$ cat src/rtl/gexr_pkg.sv
package gexr_pkg;
  typedef enum logic [2:0] {
    RSN_NONE   = 3'd0,
    RSN_INIT   = 3'd1,
    RSN_SIPI   = 3'd2,
    RSN_NMI    = 3'd3,
    RSN_EXTINT = 3'd4
  } exit_rsn_e;

  typedef enum logic [1:0] {
    ST_IDLE = 2'd0,
    ST_ACK  = 2'd1,
    ST_HOST = 2'd2
  } ctrl_st_e;
endpackage

$ cat src/rtl/gexr_select.sv
module gexr_select
  import gexr_pkg::*;
#(
  parameter int unsigned N_EVT = 4
) (
  input  logic      clk_i,
  input  logic      rst_ni,
  input  logic      init_i,
  input  logic      sipi_i,
  input  logic      nmi_i,
  input  logic      extint_i,
  input  logic      nmi_exit_en_i,
  input  logic      extint_exit_en_i,
  input  logic      vnmi_en_i,
  output logic      hit_o,
  output exit_rsn_e rsn_o
);
  // bit 0 is the highest priority; index+1 equals the reason code
  logic [N_EVT-1:0] qual;

  assign qual = {extint_i & extint_exit_en_i,
                 nmi_i & (nmi_exit_en_i | vnmi_en_i),
                 sipi_i,
                 init_i};

  always_comb begin
    rsn_o = RSN_NONE;
    for (int i = N_EVT - 1; i >= 0; i--) begin
      if (qual[i]) rsn_o = exit_rsn_e'(3'(i + 1));
    end
  end

  assign hit_o = |qual;

  p_init_first_r5: assert property (@(posedge clk_i) disable iff (!rst_ni)
    init_i |-> (hit_o && rsn_o == RSN_INIT));
  p_nmi_gated_r2: assert property (@(posedge clk_i) disable iff (!rst_ni)
    (nmi_i && !nmi_exit_en_i && !vnmi_en_i && !init_i && !sipi_i && !extint_i) |-> !hit_o);
endmodule

$ cat src/rtl/gexr_vnmi.sv
module gexr_vnmi (
  input  logic clk_i,
  input  logic rst_ni,
  input  logic en_i,
  input  logic inject_i,
  input  logic done_i,
  output logic ready_o
);
  always_ff @(posedge clk_i or negedge rst_ni) begin
    if (!rst_ni)       ready_o <= 1'b1;
    else if (!en_i)    ready_o <= 1'b1;
    else if (inject_i) ready_o <= 1'b0;
    else if (done_i)   ready_o <= 1'b1;
  end

  p_fall_by_inject_r10: assert property (@(posedge clk_i) disable iff (!rst_ni)
    $fell(ready_o) |-> $past(inject_i && en_i));
  p_rise_by_done_r10: assert property (@(posedge clk_i) disable iff (!rst_ni)
    $rose(ready_o) |-> $past(done_i || !en_i));
endmodule

$ cat src/rtl/gexr_ctrl.sv
module gexr_ctrl
  import gexr_pkg::*;
#(
  parameter int unsigned VEC_W = 8
) (
  input  logic             clk_i,
  input  logic             rst_ni,
  input  logic             guest_active_i,
  input  logic             hit_i,
  input  exit_rsn_e        rsn_i,
  input  logic             ack_on_exit_i,
  output logic             inta_req_o,
  input  logic             inta_ack_i,
  input  logic [VEC_W-1:0] inta_vec_i,
  output logic             exit_o,
  output exit_rsn_e        exit_rsn_o,
  output logic [VEC_W-1:0] exit_vec_o,
  output logic             exit_vec_valid_o,
  output logic             if_clear_o
);
  ctrl_st_e st_q;

  always_ff @(posedge clk_i or negedge rst_ni) begin
    if (!rst_ni) begin
      st_q             <= ST_IDLE;
      inta_req_o       <= 1'b0;
      exit_o           <= 1'b0;
      exit_rsn_o       <= RSN_NONE;
      exit_vec_o       <= '0;
      exit_vec_valid_o <= 1'b0;
      if_clear_o       <= 1'b0;
    end else begin
      exit_o     <= 1'b0;
      exit_rsn_o <= RSN_NONE;
      if_clear_o <= 1'b0;
      unique case (st_q)
        ST_IDLE: if (guest_active_i && hit_i) begin
          if (rsn_i == RSN_EXTINT && ack_on_exit_i) begin
            st_q       <= ST_ACK;
            inta_req_o <= 1'b1;
          end else begin
            st_q             <= ST_HOST;
            exit_o           <= 1'b1;
            exit_rsn_o       <= rsn_i;
            exit_vec_valid_o <= 1'b0;
            if_clear_o       <= (rsn_i == RSN_EXTINT);
          end
        end
        ST_ACK: if (inta_ack_i) begin
          st_q             <= ST_HOST;
          inta_req_o       <= 1'b0;
          exit_o           <= 1'b1;
          exit_rsn_o       <= RSN_EXTINT;
          exit_vec_o       <= inta_vec_i;
          exit_vec_valid_o <= 1'b1;
          if_clear_o       <= 1'b1;
        end
        ST_HOST: if (!guest_active_i) st_q <= ST_IDLE;
        default: st_q <= ST_IDLE;
      endcase
    end
  end

  p_exit_pulse_r11: assert property (@(posedge clk_i) disable iff (!rst_ni)
    exit_o |=> !exit_o);
  p_rsn_idle_r11: assert property (@(posedge clk_i) disable iff (!rst_ni)
    !exit_o |-> exit_rsn_o == RSN_NONE);
  p_req_hold_r6: assert property (@(posedge clk_i) disable iff (!rst_ni)
    (inta_req_o && !inta_ack_i) |=> inta_req_o);
  p_exit_after_ack_r6: assert property (@(posedge clk_i) disable iff (!rst_ni)
    (inta_req_o && inta_ack_i) |=> (exit_o && exit_rsn_o == RSN_EXTINT && exit_vec_valid_o));
  p_ifclr_r8: assert property (@(posedge clk_i) disable iff (!rst_ni)
    if_clear_o |-> (exit_o && exit_rsn_o == RSN_EXTINT));
  p_no_exit_idle_r9: assert property (@(posedge clk_i) disable iff (!rst_ni)
    (st_q == ST_IDLE && !guest_active_i) |=> !exit_o && !inta_req_o);
endmodule

$ cat src/rtl/guest_exit_router.sv
module guest_exit_router
  import gexr_pkg::*;
#(
  parameter int unsigned VEC_W = 8
) (
  input  logic             clk_i,
  input  logic             rst_ni,
  input  logic             guest_active_i,
  input  logic             init_i,
  input  logic             sipi_i,
  input  logic             nmi_i,
  input  logic             extint_i,
  input  logic             nmi_exit_en_i,
  input  logic             extint_exit_en_i,
  input  logic             vnmi_en_i,
  input  logic             ack_on_exit_i,
  input  logic             vnmi_inject_i,
  input  logic             vnmi_done_i,
  output logic             inta_req_o,
  input  logic             inta_ack_i,
  input  logic [VEC_W-1:0] inta_vec_i,
  output logic             exit_o,
  output logic [2:0]       exit_reason_o,
  output logic [VEC_W-1:0] exit_vec_o,
  output logic             exit_vec_valid_o,
  output logic             if_clear_o,
  output logic             vnmi_ready_o
);
  logic      sel_hit;
  exit_rsn_e sel_rsn;
  exit_rsn_e exit_rsn;

  gexr_select u_select (
    .clk_i            (clk_i),
    .rst_ni           (rst_ni),
    .init_i           (init_i),
    .sipi_i           (sipi_i),
    .nmi_i            (nmi_i),
    .extint_i         (extint_i),
    .nmi_exit_en_i    (nmi_exit_en_i),
    .extint_exit_en_i (extint_exit_en_i),
    .vnmi_en_i        (vnmi_en_i),
    .hit_o            (sel_hit),
    .rsn_o            (sel_rsn)
  );

  gexr_ctrl #(.VEC_W(VEC_W)) u_ctrl (
    .clk_i            (clk_i),
    .rst_ni           (rst_ni),
    .guest_active_i   (guest_active_i),
    .hit_i            (sel_hit),
    .rsn_i            (sel_rsn),
    .ack_on_exit_i    (ack_on_exit_i),
    .inta_req_o       (inta_req_o),
    .inta_ack_i       (inta_ack_i),
    .inta_vec_i       (inta_vec_i),
    .exit_o           (exit_o),
    .exit_rsn_o       (exit_rsn),
    .exit_vec_o       (exit_vec_o),
    .exit_vec_valid_o (exit_vec_valid_o),
    .if_clear_o       (if_clear_o)
  );

  gexr_vnmi u_vnmi (
    .clk_i    (clk_i),
    .rst_ni   (rst_ni),
    .en_i     (vnmi_en_i),
    .inject_i (vnmi_inject_i),
    .done_i   (vnmi_done_i),
    .ready_o  (vnmi_ready_o)
  );

  assign exit_reason_o = exit_rsn;
endmodule

$ cat config.mk
export PLATFORM = sky130hd
export DESIGN_NAME = guest_exit_router
export DESIGN_NICKNAME = d
export VERILOG_FILES = /design/src/rtl/gexr_pkg.sv /design/src/rtl/gexr_select.sv /design/src/rtl/gexr_vnmi.sv /design/src/rtl/gexr_ctrl.sv /design/src/rtl/guest_exit_router.sv
export SDC_FILE = /design/constraint.sdc
export NUM_CORES = 1
export LEC_CHECK = 0
export BUFFER_PORTS_ARGS = -buffer_cell sky130_fd_sc_hd__clkbuf_2
export CAP_MARGIN = 10
export CORE_MARGIN = 5
export CORE_UTILIZATION = 38
export CTS_CLUSTER_SIZE = 28
export DETAILED_ROUTE_END_ITERATION = 8
export GPL_TIMING_DRIVEN = 0
export PLACE_DENSITY = 0.72
export SYNTH_ARGS = -nofsm -noshare
export SYNTH_HDL_FRONTEND = slang
export SYNTH_SLANG_ARGS = --single-unit
$ cat constraint.sdc
create_clock -name clk_i -period 1.6 [get_ports clk_i]
set_input_delay 0.24 -clock clk_i [delete_from_list [all_inputs] [get_ports clk_i]]
set_output_delay 0.24 -clock clk_i [all_outputs]
set_load 0.01 [all_outputs]
==> impl_metrics.tcl <==
set metrics [dict create \
    routed_via_density 4.74 \
    cp-start-kind "register" \
    p_switching_uw 224 \
    clockRootBuffer "clkbuf_4" \
    path_buf_inv 0 \
    slowest_delay_ps 470 \
    tightest_slew_ps 501 \
    die_area_um2 2830 \
    synth_warnings 0 \
    crit_path_top_delay_cell "or4_4" \
    synthArstFlopShare 1.00 \
    crit_fanout 5 \
    die_w_um 53.2 \
    path_cells "or3b_4, or4_4, o32ai_2" \
    swShare 0.243 \
    clkPwrFrac 0.306 \
    p_comb_frac 0.146 \
    p_per_area_nw_per_um2 941 \
    fin_skew_ps 7.58 \
    numCtsBuffers 3 \
    grt_overflow 0 \
    area_delta_synth_final_pct 38.3 \
    dr.pass1.iters 2 \
    die_h_um 53.2 \
    synth_area_per_cell_um2 13.1 \
    diodes 0 \
    fin_area_um2 980 \
    first_iter_violations 2 \
    post_cts_buffers 0 \
    max_cap_viol_count 0 \
    critPathCaptureType "register" \
    clk_pin_slew_ps 110 \
    drive_gt1_frac 0.573 \
    fmax_mhz 647 \
    power.total_uw 922 \
    relSlewSlack 0.663 \
    dpl_cell_area_um2 925 \
    cts_num_sinks 18 \
    fin_util 0.561 \
    ant_nets 0 \
    outcome "complete, no violations" \
    clkLatencyLatePin_ps 300 \
    timing.final.crit_period_ps 1540 \
    synth_top_area_share 0.601 \
    path_class "register to register" \
    p_int_uw 698 \
    vdd_drop_max_v 0.000513 \
    gp_congestion 0.687 \
    n_fill_cell 181 \
    wl_per_cell_um 12.4 \
    tns_ps 0 \
    syn_inst 54 \
    coreArea_um2 1750 \
    required_ps 1820 \
    wl_um 1500 \
    layout_commonest_cell "clkbuf_2" \
    grt_setup_unrepaired "no" \
    clock_path_buffers 2 \
    hold_viol 0 \
    crit_family "simple AND/OR/NAND/NOR gates" \
    fin_nets 119 \
    grt_max_degree 19 \
    whs_ps 90.2 \
    row_count 15 \
    htreeDepth 1 \
    synth-seq-cells 18 \
    syn_area_um2 708 \
    synth_edf_count 0 \
    antenna_found_initial 0 \
    grtUsageTotal 0.117 \
    yosysUniqueCellTypes 21 \
    route.detailed.drc 0 \
    via_count 574 \
    io_buffers 37 \
    grt_pass1_wl_um 2280 \
    netlist_top_cells_area "dfrtp_1 60%, mux2_2 13%, dfstp_2 3.7%" \
    dp_hpwl_um 1170 \
    cellLeakagePower_uw 0.000533 \
    ys_seq_area_frac 0.638 \
    post-route-period-util 0.966 \
    synth_largest_area_cell "dfrtp_1" \
    critPathArrivalTime_ps 1760 \
    final_cell_mix "38 x clkbuf_2, 17 x dfrtp_1, 8 x mux2_2" \
    finalMaxSlewViolations 0 \
    synth_nets 76 \
    num_io_pins 38 \
    start_util 0.406 \
    hold_path_class "input pin to register" \
    setup_viol_count_final 0 \
    grt_pass1_vias 568 \
    pwr-share-seq 0.548 \
    synthFlopType "dfrtp_1" \
    cts_tree "yes" \
]
path summary, 6_finish.rpt:
kind                                             end         startpoint  slack (ps)  depth (start not counted)
min in group asynchronous       u_ctrl.exit_rsn_o[0]             rst_ni         400                          2
worst max-delay path                  u_ctrl.st_q[0]     u_ctrl.st_q[0]          60                          3
worst min-delay path                  u_vnmi.ready_o      vnmi_inject_i          90                          2
worst min register to register     u_ctrl.inta_req_o  u_ctrl.inta_req_o         510                          2
max in group asynchronous             u_vnmi.ready_o             rst_ni         870                          2
worst max register to register        u_ctrl.st_q[0]     u_ctrl.st_q[0]          60                          3
cell type report:
type	instances	area [um^2]	share of cell area
multi-input cells	31	245	0.250
flip-flops and latches	18	452	0.461
plain buffers	1	5.00	0.00511
repair buffers	38	195	0.199
clock buffers	4	36.3	0.0370
well taps	25	31.3	0.0319
inverters	4	15.0	0.0153
sequential cells by signal, summed over array words and instances (netlist names):
name and flops:
u_ctrl.exit_vec_o 8, u_ctrl.exit_rsn_o 3, u_ctrl.st_q 2, u_ctrl.exit_o 1, u_ctrl.exit_vec_valid_o 1, u_ctrl.if_clear_o 1
u_ctrl.inta_req_o 1, u_vnmi.ready_o 1
per-layer routing:
layer,track usage,up-vias,wire (um)
li1,-,273,-
met4,0.0894,0,51
met2,0.192,22,751
met5,0,-,0
met3,0.0282,5,113
met1,0.130,274,583
timing repair:
action,CTS,global route
endpoints found under the hold margin,17,0
pin swaps,1,0
hold buffers,1,0
endpoints found under the setup margin,6,1
resized for setup,1,1
power groups by stage:
stage	Combinational (uW)	Sequential, uW	Clock (uW)
floorplan	41.8	530	0
global placement	131	512	0
detailed placement	134	514	0
CTS	137	505	298
global route	148	509	315
finish	135	505	282
synth_stat cells, drive strengths merged, types with 2 or more instances:
library cell   n
inv            4
nand3b         2
nor2           3
o21ai          5
mux2           8
nand2          2
dfrtp         17
a21oi          2
logic make-up (layout without fill, tap and decap cells):
kind of cell,Yosys count,count (layout),share of synthesized area
flip-flops,18,18,0.638
AO/OA/AOI/OAI,11,11,0.101
AND/OR/NAND/NOR,12,12,0.108
multiplexers,8,8,0.127
buffers and inverters,5,47,0.0265
stage by stage:
stage	std cells	worst slack, ps
floorplan	54	81.5
finish	121	55.2
global route	121	16.5
detailed placement	116	2.13
CTS	121	43.4
global placement	116	36.3
(Power assumes the default switching activity.)
